### src/rtl/xlane_ring_pkg.sv
package xlane_ring_pkg;

  // Role of a lane's send port for the current active lane count.
  typedef enum logic [1:0] {
    RT_LINK = 2'd0,  // feeds the link toward the next lane
    RT_WRAP = 2'd1,  // last active lane, feeds the shared queue
    RT_OFF  = 2'd2   // lane beyond the active count
  } route_e;

  function automatic route_e lane_route(input int lane, input int active);
    if (lane + 1 < active)       return RT_LINK;
    else if (lane + 1 == active) return RT_WRAP;
    else                         return RT_OFF;
  endfunction

endpackage

### src/rtl/xlane_link.sv
// One-word holding register between two neighbouring lanes.
module xlane_link #(
  parameter int W = 8
) (
  input  logic         clk,
  input  logic         rst,
  input  logic         in_valid,
  input  logic [W-1:0] in_data,
  output logic         in_ready,
  output logic         out_valid,
  output logic [W-1:0] out_data,
  input  logic         out_ready
);

  logic         full_q;
  logic [W-1:0] data_q;

  assign in_ready  = !full_q;
  assign out_valid = full_q;
  assign out_data  = data_q;

  always_ff @(posedge clk) begin
    if (rst) begin
      full_q <= 1'b0;
      data_q <= '0;
    end else if (in_valid && !full_q) begin
      full_q <= 1'b1;
      data_q <= in_data;
    end else if (out_ready && full_q) begin
      full_q <= 1'b0;
    end
  end

endmodule

### src/rtl/xlane_seed_queue.sv
// Shared ring queue: lane wrap write beats control push,
// lane 0 read beats control pop. One write and one read per cycle.
module xlane_seed_queue #(
  parameter int W     = 8,
  parameter int DEPTH = 2
) (
  input  logic                         clk,
  input  logic                         rst,
  input  logic                         wa_valid,
  input  logic [W-1:0]                 wa_data,
  output logic                         wa_ready,
  input  logic                         wb_valid,
  input  logic [W-1:0]                 wb_data,
  output logic                         wb_ready,
  output logic                         ra_valid,
  input  logic                         ra_ready,
  output logic                         rb_valid,
  input  logic                         rb_ready,
  output logic [W-1:0]                 head_data,
  output logic [$clog2(DEPTH+1)-1:0]   count
);

  localparam int CW = $clog2(DEPTH + 1);
  localparam int PW = (DEPTH > 1) ? $clog2(DEPTH) : 1;
  localparam logic [PW-1:0] LAST = PW'(DEPTH - 1);

  logic [W-1:0]  mem [DEPTH];
  logic [PW-1:0] wptr_q, rptr_q;
  logic [CW-1:0] count_q;
  logic          full, empty, do_wr, do_rd;
  logic [W-1:0]  wr_word;

  assign full  = (count_q == CW'(DEPTH));
  assign empty = (count_q == '0);

  assign wa_ready = !full;
  assign wb_ready = !full && !wa_valid;
  assign ra_valid = !empty;
  assign rb_valid = !empty && !ra_ready;

  assign do_wr   = (wa_valid && wa_ready) || (wb_valid && wb_ready);
  assign wr_word = wa_valid ? wa_data : wb_data;
  assign do_rd   = (ra_valid && ra_ready) || (rb_valid && rb_ready);

  assign head_data = mem[rptr_q];
  assign count     = count_q;

  // Storage without reset so it can map to distributed RAM.
  always_ff @(posedge clk) begin
    if (do_wr) mem[wptr_q] <= wr_word;
  end

  always_ff @(posedge clk) begin
    if (rst) begin
      wptr_q  <= '0;
      rptr_q  <= '0;
      count_q <= '0;
    end else begin
      if (do_wr) wptr_q <= (wptr_q == LAST) ? '0 : wptr_q + 1'b1;
      if (do_rd) rptr_q <= (rptr_q == LAST) ? '0 : rptr_q + 1'b1;
      case ({do_wr, do_rd})
        2'b10:   count_q <= count_q + 1'b1;
        2'b01:   count_q <= count_q - 1'b1;
        default: count_q <= count_q;
      endcase
    end
  end

endmodule

### src/rtl/xlane_ring.sv
module xlane_ring #(
  parameter int N      = 4,
  parameter int W      = 8,
  parameter int QDEPTH = 2
) (
  input  logic                     clk,
  input  logic                     rst,
  input  logic [$clog2(N+1)-1:0]   vl,
  input  logic [N-1:0]             snd_valid,
  input  logic [N*W-1:0]           snd_data,
  output logic [N-1:0]             snd_ready,
  output logic [N-1:0]             rcv_valid,
  output logic [N*W-1:0]           rcv_data,
  input  logic [N-1:0]             rcv_ready,
  input  logic                     cp_push_valid,
  input  logic [W-1:0]             cp_push_data,
  output logic                     cp_push_ready,
  output logic                     cp_pop_valid,
  output logic [W-1:0]             cp_pop_data,
  input  logic                     cp_pop_ready
);

  import xlane_ring_pkg::*;

  localparam int LINKS = N - 1;
  localparam int QCW   = $clog2(QDEPTH + 1);

  route_e             rt [N];
  logic [LINKS-1:0]   lk_in_valid, lk_in_ready, lk_out_valid, lk_out_ready;
  logic [W-1:0]       lk_out_data [LINKS];
  logic               wrap_valid, wrap_ready;
  logic [W-1:0]       wrap_data;
  logic               lane0_on, q_ra_valid, q_ra_ready;
  logic [W-1:0]       q_head;
  logic [QCW-1:0]     q_count;

  always_comb begin
    for (int i = 0; i < N; i++) rt[i] = lane_route(i, int'(vl));
  end

  // Send side: pick the wrap lane and steer each lane's handshake.
  always_comb begin
    wrap_valid = 1'b0;
    wrap_data  = '0;
    for (int i = 0; i < N; i++) begin
      if (rt[i] == RT_WRAP) begin
        wrap_valid = snd_valid[i];
        wrap_data  = snd_data[i*W +: W];
      end
    end
  end

  generate
    for (genvar g = 0; g < N; g++) begin : g_send
      if (g < LINKS) begin : g_lk
        assign lk_in_valid[g] = snd_valid[g] && (rt[g] == RT_LINK);
        assign snd_ready[g]   = (rt[g] == RT_LINK) ? lk_in_ready[g] :
                                (rt[g] == RT_WRAP) ? wrap_ready : 1'b0;
      end else begin : g_top
        assign snd_ready[g] = (rt[g] == RT_WRAP) ? wrap_ready : 1'b0;
      end
    end

    for (genvar g = 0; g < LINKS; g++) begin : g_link
      xlane_link #(.W(W)) u_link (
        .clk       (clk),
        .rst       (rst),
        .in_valid  (lk_in_valid[g]),
        .in_data   (snd_data[g*W +: W]),
        .in_ready  (lk_in_ready[g]),
        .out_valid (lk_out_valid[g]),
        .out_data  (lk_out_data[g]),
        .out_ready (lk_out_ready[g])
      );
    end

    // Receive side: lane 0 from the queue head, others from their link.
    for (genvar g = 1; g < N; g++) begin : g_rcv
      logic on;
      assign on                 = (rt[g] != RT_OFF);
      assign rcv_valid[g]       = on && lk_out_valid[g-1];
      assign rcv_data[g*W +: W] = lk_out_data[g-1];
      assign lk_out_ready[g-1]  = on && rcv_ready[g];
    end
  endgenerate

  assign lane0_on       = (rt[0] != RT_OFF);
  assign q_ra_ready     = lane0_on && rcv_ready[0];
  assign rcv_valid[0]   = lane0_on && q_ra_valid;
  assign rcv_data[0 +: W] = q_head;
  assign cp_pop_data    = q_head;

  xlane_seed_queue #(.W(W), .DEPTH(QDEPTH)) u_queue (
    .clk       (clk),
    .rst       (rst),
    .wa_valid  (wrap_valid),
    .wa_data   (wrap_data),
    .wa_ready  (wrap_ready),
    .wb_valid  (cp_push_valid),
    .wb_data   (cp_push_data),
    .wb_ready  (cp_push_ready),
    .ra_valid  (q_ra_valid),
    .ra_ready  (q_ra_ready),
    .rb_valid  (cp_pop_valid),
    .rb_ready  (cp_pop_ready),
    .head_data (q_head),
    .count     (q_count)
  );

endmodule

### config.mk
export PLATFORM = sky130hd
export DESIGN_NAME = xlane_ring
export DESIGN_NICKNAME = d
export VERILOG_FILES = /design/src/rtl/xlane_ring_pkg.sv /design/src/rtl/xlane_link.sv /design/src/rtl/xlane_seed_queue.sv /design/src/rtl/xlane_ring.sv
export SDC_FILE = /design/constraint.sdc
export NUM_CORES = 1
export LEC_CHECK = 0
export ABC_AREA = 1
export BUFFER_PORTS_ARGS = -buffer_cell sky130_fd_sc_hd__buf_2
export CAP_MARGIN = 5
export CORE_MARGIN = 3
export CORE_UTILIZATION = 40
export CTS_CLUSTER_DIAMETER = 150
export DETAILED_ROUTE_END_ITERATION = 10
export GPL_ROUTABILITY_DRIVEN = 0
export GPL_TIMING_DRIVEN = 0
export PLACE_DENSITY = 0.69
export SYNTH_ARGS = -nofsm -noshare
export SYNTH_HDL_FRONTEND = slang
export SYNTH_SLANG_ARGS = --single-unit
### constraint.sdc
create_clock -name clk -period 4.8 [get_ports clk]
set_clock_uncertainty 0.1 [all_clocks]
set_input_delay 0.24 -clock clk [delete_from_list [all_inputs] [get_ports clk]]
set_output_delay 0.24 -clock clk [all_outputs]
set_load 0.01 [all_outputs]
==> out/results.txt, run 1 <==
type of the tightest min-delay check: primary input to flop
library cell used as clock root buffer: sky130_fd_sc_hd__clkbuf_8
Post-synth top cells: 64 x sky130_fd_sc_hd__nand2_1, 32 x sky130_fd_sc_hd__dfxtp_1, 30 x sky130_fd_sc_hd__nor2_1
count of hold buffers inserted by post-cts repair: 0
Max Buffers Root-to-Sink: 2
number of buffer and inverter instances along the worst setup path: 3
# resized after CTS: 0
register area: 1120 µm²
number of cells on the worst hold path: 2
maximum resistive drop on vdd: 0.000186 V
min cycle time layout: 1960 ps
Ant. Diodes: 0
clock-pin slew of the registers on the worst-case setup and hold paths: 90 ps
total nets after synthesis: 343
cell count after placement: 461
status: finished clean
Clock H-tree levels: 2
CTS tree: built
# DRC: 0
first-pass GRT wire length: 10,500 µm
fill cell instance count of the final layout: 579
Adder-Cell Fraction of Synth Area: 0.527%
detailed-placement wirelength estimate: 5230 µm
number of post-CTS setup repair buffers: 0
Die Y-Extent: 83.0 µm
via count of the routed design: 2,276
IO Port Bufs: 102
combinational family with the most area after synthesis: simple AND/OR/NAND/NOR gates
compound-cell area share of the yosys netlist: 10.9%
largest net degree at the start of global routing: 15
Setup WS post-layout: 2840 ps
critical path start-end classification: flop to output port
post-synthesis area per instance: 8.27 µm²
residual overflow from global routing: 0
pre-CTS setup slack: 2590 ps
final hold violations: 0
DR iter-0 viols: 83
depth of the worst register-to-register path: 9
final WL: 6580 µm
flip-flop and latch count after synthesis: 48
via density per instance: 4.85
end of the worst register-to-register path: u_queue.count[1]
worst hold slack across all endpoints: 64.9 ps
area of all placed cells without fillers: 3060 µm²
Setup TNS Final: 0 ps
async set-or-reset flop fraction in the synthesized netlist: 0%
worst relative slew slack: 56.0%
worst slew pin tran: 657 ps
delay of the slowest critical-path stage: 400 ps
multi-input gate area in the final layout: 1040 µm²
CTS Sinks: 48
antenna-violating nets left: 0
overall die area: 6890 µm²
Worst-Skew Late Latency: 300 ps
Layout area overhead: 28.8%
number of global-route vias before repair: 2,140
flop-to-flop setup slack: 2930 ps
instance area after placement: 2970 µm²
width of the die: 83.0 µm
cell type contributing the most total cell area after synthesis: sky130_fd_sc_hd__dfxtp_1
count of cell types in the netlist: 32
mux cell area share after synthesis: 3.80%
Cell Chain, Critical Path: clkbuf_1 > mux2_2 > buf_4 > buf_2
net count reported at finish: 452
drt pass-1 iters: 4
Worst EP required: 4460 ps
gate count of the mapped netlist: 287
Syn. warnings: 0
ratio of final minimum period to clock period: 40.7%
kind of end point of the critical path: output port
number of antenna violations at the first check in global routing: 0
layout cells sized above 1: 36.3%
timing endpoint of the critical path: rcv_data[5]
critical path's slowest cell: sky130_fd_sc_hd__mux2_2
maximum fanout along the worst path: 8
area of the mapped netlist: 2370 µm²
initial core utilization: 42.3%
number of gates on the worst path with buffers counted: 4
worst flop-to-flop path startpoint: u_queue.count[1]
achievable clock frequency: 511 MHz
arrival time at the worst endpoint: 1620 ps
most common cell in the synthesized netlist: sky130_fd_sc_hd__nand2_1
final count of pins violating max slew: 0
EDFF count, synth: 16
leak pwr: 1.47 nW
share of the yosys chip area belonging to registers: 47.2%
Synth top area share: 27.0%
CP Launch Type: flop
Setup Viol. Count Final: 0
commonest register cell after synthesis: sky130_fd_sc_hd__dfxtp_1
count of placed standard cells in the final layout, fillers left out: 469
post-synthesis simple-gate area fraction: 28.4%
core area: 5610 µm²
TritonCTS Buffers: 5
count of maximum capacitance violations: 0
wire length per cell: 14.0 µm
cell types occupying the most area after synthesis: sky130_fd_sc_hd__dfxtp_1 27%, sky130_fd_sc_hd__edfxtp_1 20%, sky130_fd_sc_hd__nand2_1 10%, sky130_fd_sc_hd__a21oi_1 4.8%, sky130_fd_sc_hd__nor2_1 4.7%
overall track demand over capacity in global routing: 18.6%
ports placed on the boundary: 105
unrepaired setup endpoints after global routing: false
std cell rows: 27
power density normalized to cell area: 387 nW/µm²
Post-Synth XOR/XNOR Area: 0.369%
CP delay by family, top: buffers and inverters
==> placed cells by master, fill, tap and decap left out, types with 5 or more instances in the layout <==
cell type / netlist / routed
sky130_fd_sc_hd__dfxtp_1: 32 / 32
sky130_fd_sc_hd__inv_1: 23 / 23
sky130_fd_sc_hd__nand2_1: 64 / 64
sky130_fd_sc_hd__clkbuf_8: 0 / 5
sky130_fd_sc_hd__clkbuf_1: 4 / 5
sky130_fd_sc_hd__nand2_2: 5 / 5
sky130_fd_sc_hd__buf_2: 0 / 102
sky130_fd_sc_hd__nand3_1: 19 / 19
sky130_fd_sc_hd__o21ai_0: 22 / 22
sky130_fd_sc_hd__nand4_1: 7 / 7
sky130_fd_sc_hd__nor2_1: 30 / 30
sky130_fd_sc_hd__buf_4: 9 / 9
sky130_fd_sc_hd__edfxtp_1: 16 / 16
sky130_fd_sc_hd__a21oi_1: 23 / 23
sky130_fd_sc_hd__mux2_2: 8 / 8
==> per-stage QoR <==
| step | power, mW | util, % |
|---|---|---|
| 2_1_floorplan | 0.802 | - |
| 3_3_place_gp | 0.953 | 53.0 |
| 3_5_place_dp | 0.962 | 53.0 |
| 4_1_cts | 1.19 | 54.5 |
| 5_1_grt | 1.26 | 54.5 |
| 6_report | 1.18 | 54.5 |
==> worst min path at each step <==
stage | startpoint | endpoint | slack [ps]
final | rst | g_link[0].u_link.out_data[2] | 60
after floorplan | rst | g_link[0].u_link.out_data[2] | 210
after detailed placement | g_link[1].u_link.out_data[7] | g_link[1].u_link.out_data[7] | 330
after global routing | rst | g_link[0].u_link.out_data[2] | 60
after global placement | g_link[1].u_link.out_data[2] | g_link[1].u_link.out_data[2] | 330
after CTS | rst | g_link[0].u_link.out_data[3] | 50
==> final cells by class <==
cell class | instances | area share (%)
sequential | 48 | 36.7
clock inverter | 2 | 0.368
timing repair buffer | 102 | 16.7
clock buffer | 6 | 2.37
multi-input combinational | 197 | 34.1
buffer | 17 | 3.68
tap | 72 | 2.95
inverter | 25 | 3.15
==> worst reg2reg max path: cells and delay by family, from the launching register on <==
kind	cells	cell delay [ps]
compound gates	4	430
fa+ha+maj	1	250
simple gates	2	400
buf+inv	2	230
flops	1	340
==> power by group <==
part	total, mW	internal (mW)	switching [mW]
Clock	0.235	0.101	0.134
Combinational	0.432	0.193	0.239
Sequential	0.517	0.492	0.0250
==> layer usage <==
| layer | GRT usage (%) | part of all wire [%] | up-vias |
|---|---|---|---|
| met2 | 31.8 | 49 | 78 |
| met1 | 23.8 | 44 | 1027 |
| met5 | 0 | 0 | - |
| met3 | 4.76 | 6.0 | 8 |
| li1 | - | - | 1163 |
| met4 | 3.71 | 1.2 | 0 |
==> flip-flops by register name, indices dropped and copies added (netlist names), named ones only <==
| signal | cells |
|---|---|
| u_queue.wptr_q | 1 |
| u_queue.rptr_q | 1 |
| u_queue.count | 2 |
| g_link.u_link.out_data | 24 |
| g_link.u_link.out_valid | 3 |
| u_queue.mem | 16 |
==> kinds of logic (layout without fill, tap and decap cells) <==
| group | after synthesis | count (layout) |
|---|---|---|
| buf+inv | 42 | 152 |
| xor+xnor | 1 | 1 |
| compound gates | 50 | 50 |
| flops | 48 | 48 |
| fa+ha+maj | 1 | 1 |
| simple gates | 137 | 137 |
| mux | 8 | 8 |
Power figures use the tool's default switching activity.
==> inputs of run 2 (changes only) <==
ABC_AREA = 0   (was 1)
PLACE_DENSITY = 0.72   (was 0.69)
clock period = 1.7 ns   (was 4.8 ns; I/O delays follow)
==> run 2 against run 1 <==
Compared with the run above:
- combinational power grew to 3.1 times the previous value
- cell count down 8.3%
- sequential power rose to 2.9 times the previous value
- register-to-register slack worse by 2800 ps
- clock-buffer cell count is 2 higher
- worst hold slack got worse by 63 ps
- clock power grew to 3.1 times the previous value
- synthesized cell count down 24%
- setup slack worse by 2800 ps
- highest routed layer unchanged
==> out/results.txt, run 2 <==
status: finished clean
final WL: 6900 µm (+4.9%)
unrepaired setup endpoints after global routing: false
commonest register cell after synthesis: sky130_fd_sc_hd__dfxtp_1
antenna-violating nets left: 0 (unchanged)
area of the mapped netlist: 2360 µm² (-0.58%)
count of cell types in the netlist: 39 (+22%)
gate count of the mapped netlist: 219 (-24%)
instance area after placement: 3040 µm² (+2.1%)
Syn. warnings: 0 (unchanged)
min cycle time layout: 1630 ps
layout cells sized above 1: 45.9% (+9.7 points)
type of the tightest min-delay check: primary input to flop
share of the yosys chip area belonging to registers: 47.5% (+0.28 points)
EDFF count, synth: 16 (unchanged)
worst hold slack across all endpoints: 2.34 ps (-62.6 ps)
worst slew pin tran: 574 ps (-83.2 ps)
CTS Sinks: 48 (unchanged)
most frequent cells in the layout: 103 x sky130_fd_sc_hd__buf_2, 36 x sky130_fd_sc_hd__nor2_1, 30 x sky130_fd_sc_hd__dfxtp_1
Post-synth top cells: 38 x sky130_fd_sc_hd__nor2_1, 32 x sky130_fd_sc_hd__dfxtp_1, 24 x sky130_fd_sc_hd__mux2i_1
width of the die: 82.8 µm (-0.27%)
worst relative slew slack: 61.7% (+5.7 points)
async set-or-reset flop fraction in the synthesized netlist: 0% (unchanged)
critical path's slowest cell: sky130_fd_sc_hd__or3_1
net count reported at finish: 412 (-8.8%)
Setup Viol. Count Final: 0 (unchanged)
final count of pins violating max slew: 0 (unchanged)
detailed-placement wirelength estimate: 4880 µm (-6.7%)
area of all placed cells without fillers: 3440 µm² (+12%)
most common cell after layout, fill and taps aside: sky130_fd_sc_hd__buf_2
flip-flop and latch count after synthesis: 48 (unchanged)
achievable clock frequency: 612 MHz
ratio of final minimum period to clock period: 96.2%
count of maximum capacitance violations: 0 (unchanged)
cell type contributing the most total cell area after synthesis: sky130_fd_sc_hd__dfxtp_1
std cell rows: 27 (unchanged)
first-pass GRT wire length: 11,100 µm (+5.7%)
fill cell instance count of the final layout: 500 (-14%)
power density normalized to cell area: 1040 nW/µm² (+170%)
residual overflow from global routing: 0 (unchanged)
maximum resistive drop on vdd: 0.000729 V (+290%)
largest net degree at the start of global routing: 14 (-1)
number of buffer and inverter instances along the worst setup path: 2 (-1)
cell types occupying the most area after synthesis: sky130_fd_sc_hd__dfxtp_1 27%, sky130_fd_sc_hd__edfxtp_1 20%, sky130_fd_sc_hd__mux2i_1 10%, sky130_fd_sc_hd__mux2_2 7.6%, sky130_fd_sc_hd__nor2_1 6.0%
kind of end point of the critical path: flop
overall die area: 6860 µm² (-0.54%)
via count of the routed design: 2,131 (-6.4%)
core area: 5610 µm² (unchanged)
Layout area overhead: 45.6%
via density per instance: 4.96 (+2.1%)
CP Launch Type: primary input
arrival time at the worst endpoint: 1770 ps (+150 ps)
Die Y-Extent: 82.8 µm (-0.27%)
Max Buffers Root-to-Sink: 2 (unchanged)
DR iter-0 viols: 92 (+11%)
Synth top area share: 27.1% (+0.16 points)
Worst EP required: 1840 ps (-2620 ps)
initial core utilization: 42.1% (-0.25 points)
max FFs per register: 24 (unchanged)
Worst-Skew Late Latency: 300 ps (about the same)
critical path start-end classification: primary input to flop
drt pass-1 iters: 4 (unchanged)
final hold violations: 0 (unchanged)
post-synthesis area per instance: 10.8 µm² (+30%)
overall track demand over capacity in global routing: 19.9% (+1.3 points)
total nets after synthesis: 275 (-20%)
Cell Chain, Critical Path: buf_2 > buf_4 > nand2b_4 > o211ai_4 > o21ai_4 > ha_4 > or3_1 > a21oi_1
leak pwr: 1.58 nW (+7.3%)
IO Port Bufs: 101 (-0.98%)
CP delay by family, top: compound AO/OA/AOI/OAI gates
delay of the slowest critical-path stage: 380 ps (-20 ps)
Clock H-tree levels: 2 (unchanged)
TritonCTS Buffers: 5 (unchanged)
clock-pin slew of the registers on the worst-case setup and hold paths: 80 ps (about the same)
# DRC: 0 (unchanged)
CTS tree: built
ports placed on the boundary: 105 (unchanged)
most common cell in the synthesized netlist: sky130_fd_sc_hd__nor2_1
number of antenna violations at the first check in global routing: 0 (unchanged)
wire length per cell: 16.1 µm (+14%)
library cell used as clock root buffer: sky130_fd_sc_hd__clkbuf_8
register area: 1120 µm² (+0.22%)
number of global-route vias before repair: 2,227 (+4.1%)
multi-input gate area in the final layout: 1150 µm² (+10%)
Total Power Consumption: 3.56 mW (+200%)
maximum fanout along the worst path: 10 (+2)
run 2: changes by cell type after synthesis, moves of 7 or more:
cell / delta
sky130_fd_sc_hd__a21oi_1: -17
sky130_fd_sc_hd__a22oi_1: +8
sky130_fd_sc_hd__inv_1: -20
sky130_fd_sc_hd__mux2_2: +8
sky130_fd_sc_hd__mux2i_1: +24
sky130_fd_sc_hd__nand2_1: -60
sky130_fd_sc_hd__nand3_1: -19
sky130_fd_sc_hd__nand4_1: -7
sky130_fd_sc_hd__nor2_1: +8
sky130_fd_sc_hd__o21ai_0: -20
sky130_fd_sc_hd__o21bai_1: +7
sky130_fd_sc_hd__o221a_2: +7
run 2: cells by family after synthesis:
logic type                 after synthesis  share of synthesized area (%)
xor gates and xnor gates                 3                           1.11
DFF                                     48                           47.5
AOI/OAI and AO/OA                       40                           13.9
buffers and inverters                   27                           6.47
muxes                                   42                           19.0
and+or+nand+nor                         58                           11.5
adders and majority gates                1                          0.530
run 2: timing repair:
item,CTS,global route
buffers inserted,0,4
hold buffers,26,0
gates resized for setup,3,3
pin swaps,0,2
setup endpoints to repair,33,10
endpoints found under the hold margin,25,0
run 2: metrics by stage:
step	cells	TNS [ps]	worst slack (ps)	util (%)
6_report	430	0	65.2	61.3
5_1_grt	429	0	18.4	61.2
3_3_place_gp	392	-6380	-385	54.1
2_1_floorplan	219	0	15.3	-
3_5_place_dp	392	-6400	-396	54.1
4_1_cts	425	0	9.14	60.5
run 2: power breakdown:
part / switching [mW] / internal (mW) / total, mW
clock network: 0.377 / 0.348 / 0.726
registers: 0.116 / 1.39 / 1.50
logic: 0.615 / 0.716 / 1.33
run 2: path summary, 6_finish.rpt:
| check | start | to | slack [ps] | cells after the start |
|---|---|---|---|---|
| worst max-delay path | vl[2] | u_queue.count[1] | 70 | 8 |
| worst min-delay path | cp_push_data[3] | u_queue.mem[1][3] | 2 | 2 |
| worst max register to register | u_queue.count[1] | u_queue.count[1] | 90 | 5 |
| worst min register to register | g_link[1].u_link.out_data[2] | g_link[1].u_link.out_data[2] | 400 | 2 |
run 2: cell type report:
type,instances,area share [%]
Tap cell,72,2.62
Antenna cell,1,0.0728
Sequential cell,48,32.7
Multi-Input combinational cell,144,33.5
Buffer,23,4.92
Timing Repair Buffer,131,23.2
Inverter,3,0.328
Clock buffer,8,2.73
run 2: per-layer routing:
layer	vias up	part of all wire, %	global-route usage (%)
met4	0	1.2	6.09
li1	1054	-	-
met2	79	48	33.3
met5	-	0	0
met1	987	44	25.0
met3	11	6.7	5.46
==> inputs of run 3 (changes only) <==
MAX_ROUTING_LAYER = met4   (was not set)
==> run 3 against run 2 <==
Compared with the run above:
- largest cell class unchanged
- utilization stayed put
- largest power group unchanged
- critical path depth did not move
- sequential power about the same
- via count about the same
- non-clock buffer count unchanged
- cell area unchanged
- setup slack got worse by 4.2 ps
- total power fell by 0.11%
- flip-flop and latch count did not move
- clock-buffer cell count did not move
==> out/results.txt, run 3 (synthesis results as in run 2) <==
status: finished clean
via count of the routed design: 2,132 (+0.047%)
Clock H-tree levels: 2 (unchanged)
CTS Sinks: 48 (unchanged)
# DRC: 0 (unchanged)
CP Launch Type: primary input
critical path start-end classification: primary input to flop
Worst EP required: 1830 ps (about the same)
maximum resistive drop on vdd: 0.000725 V (-0.50%)
TritonCTS Buffers: 5 (unchanged)
initial core utilization: 42.1% (unchanged)
multi-input gate area in the final layout: 1150 µm² (unchanged)
Setup Viol. Count Final: 0 (unchanged)
met2 wire length: 3300 µm (about the same)
proportion of power drawn by the clock network: 20.3% (about the same)
Post-Route M1 WL: 3070 µm (+0.39%)
Internal: 2.45 mW (about the same)
worst slew pin tran: 564 ps (-9.83 ps)
layout cells sized above 1: 45.9% (unchanged)
achievable clock frequency: 610 MHz (-0.26%)
IO Port Bufs: 101 (unchanged)
wire length per cell: 16.1 µm (+0.17%)
leak pwr: 1.58 nW (unchanged)
Worst-Skew Late Latency: 300 ps (about the same)
arrival time at the worst endpoint: 1770 ps (about the same)
ports placed on the boundary: 105 (unchanged)
via density per instance: 4.96 (about the same)
worst relative slew slack: 62.4% (+0.66 points)
register area: 1120 µm² (unchanged)
number of global-route vias before repair: 2,227 (unchanged)
maximum fanout along the worst path: 10 (unchanged)
unrepaired setup endpoints after global routing: false
overall die area: 6860 µm² (unchanged)
core area: 5610 µm² (unchanged)
DR iter-0 viols: 90 (-2.2%)
library cell used as clock root buffer: sky130_fd_sc_hd__clkbuf_8
most frequent cells in the layout: 103 x sky130_fd_sc_hd__buf_2, 36 x sky130_fd_sc_hd__nor2_1, 30 x sky130_fd_sc_hd__dfxtp_1
CTS tree: built
switching power total: 1.10 mW (-0.42%)
cell count after placement: 392 (unchanged)
Max Buffers Root-to-Sink: 2 (unchanged)
first-pass GRT wire length: 11,100 µm (about the same)
width of the die: 82.8 µm (unchanged)
most common cell after layout, fill and taps aside: sky130_fd_sc_hd__buf_2
ratio of final minimum period to clock period: 96.4% (+0.25 points)
Die Y-Extent: 82.8 µm (unchanged)
final count of pins violating max slew: 0 (unchanged)
type of the tightest min-delay check: primary input to flop
switching part of the total: 31.0% (-0.097 points)
Layout area overhead: 45.6% (unchanged)
number of antenna violations at the first check in global routing: 0 (unchanged)
largest net degree at the start of global routing: 14 (unchanged)
top metal layer carrying routed signals: met4
fill cell instance count of the final layout: 500 (unchanged)
residual overflow from global routing: 0 (unchanged)
wire length on met3: 470 µm (+1.1%)
power density normalized to cell area: 1030 nW/µm² (-0.11%)
Setup TNS Final: 0 ps (unchanged)
share of power burned in combinational logic: 37.4% (about the same)
min cycle time layout: 1640 ps (+4.23 ps)
std cell rows: 27 (unchanged)
drt pass-1 iters: 4 (unchanged)
net count reported at finish: 412 (unchanged)
final hold violations: 0 (unchanged)
Seq pwr share: 42.3% (about the same)
worst hold slack across all endpoints: 5.00 ps (+2.66 ps)
count of maximum capacitance violations: 0 (unchanged)
detailed-placement wirelength estimate: 4880 µm (unchanged)
final WL: 6920 µm (+0.17%)
clock-pin slew of the registers on the worst-case setup and hold paths: 80 ps (about the same)
antenna-violating nets left: 0 (unchanged)
kind of end point of the critical path: flop
count of placed standard cells in the final layout, fillers left out: 430 (unchanged)
max FFs per register: 24 (unchanged)
overall track demand over capacity in global routing: 20.5% (+0.59 points)
[run 3: cell counts in the layout (fill, tap and decap cells not counted)]
Identical to the previous run, type by type.
[run 3: power by group through the flow]
stage | registers (mW) | clock network [mW] | logic, mW
2_1_floorplan | 1.48 | 0 | 0.856
3_3_place_gp | 1.47 | 0 | 1.27
3_5_place_dp | 1.48 | 0 | 1.29
4_1_cts | 1.49 | 0.727 | 1.31
5_1_grt | 1.52 | 0.787 | 1.46
6_report | 1.50 | 0.722 | 1.33
[run 3: final cells by class]
type,instances,area share (%)
multi-input cells,144,33.5
flip-flops and latches,48,32.7
repair buffers,131,23.2
plain buffers,23,4.92
clock buffers,8,2.73
well taps,72,2.62
inverters,3,0.328
diodes,1,0.0728
[run 3: path summary, 6_finish.rpt]
check	start	endpoint	slack (ps)	cells after the start
setup reg to reg	u_queue.count[1]	u_queue.count[1]	90	5
hold / removal	cp_push_data[3]	u_queue.mem[1][3]	5	2
hold reg to reg	g_link[1].u_link.out_data[2]	g_link[1].u_link.out_data[2]	390	2
setup / recovery	vl[2]	u_queue.count[1]	60	8
[run 3: what timing repair did]
action                                  4_1_cts  5_1_grt
hold buffers                                 26        0
gates resized for setup                       3        3
pin swaps                                     0        2
endpoints found under the hold margin        25        0
buffers inserted                              0        4
endpoints found under the setup margin       33       10
[run 3: metal layers]
metal / vias to the layer above / GRT usage [%]
met3: 9 / 4.07
li1: 1058 / -
met1: 976 / 26.1
met2: 89 / 33.2
met5: - / -
met4: 0 / 6.09
[run 3: critical path, cell delays in order]
cell                       delay, ps
sky130_fd_sc_hd__buf_2           110
sky130_fd_sc_hd__buf_4           160
sky130_fd_sc_hd__nand2b_4        170
sky130_fd_sc_hd__o211ai_4        330
sky130_fd_sc_hd__o21ai_4         150
sky130_fd_sc_hd__ha_4            270
sky130_fd_sc_hd__or3_1           380
sky130_fd_sc_hd__a21oi_1         120
[run 3: per-stage QoR]
step	total power [mW]	util, %	instance area [µm²]	setup WS [ps]
after detailed placement	2.77	54.1	3040	-396
after floorplan	2.34	-	2440	15.3
after CTS	3.53	60.5	3390	9.14
final	3.56	61.3	3440	61.0
after global routing	3.76	61.2	3430	18.4
after global placement	2.75	54.1	3040	-385
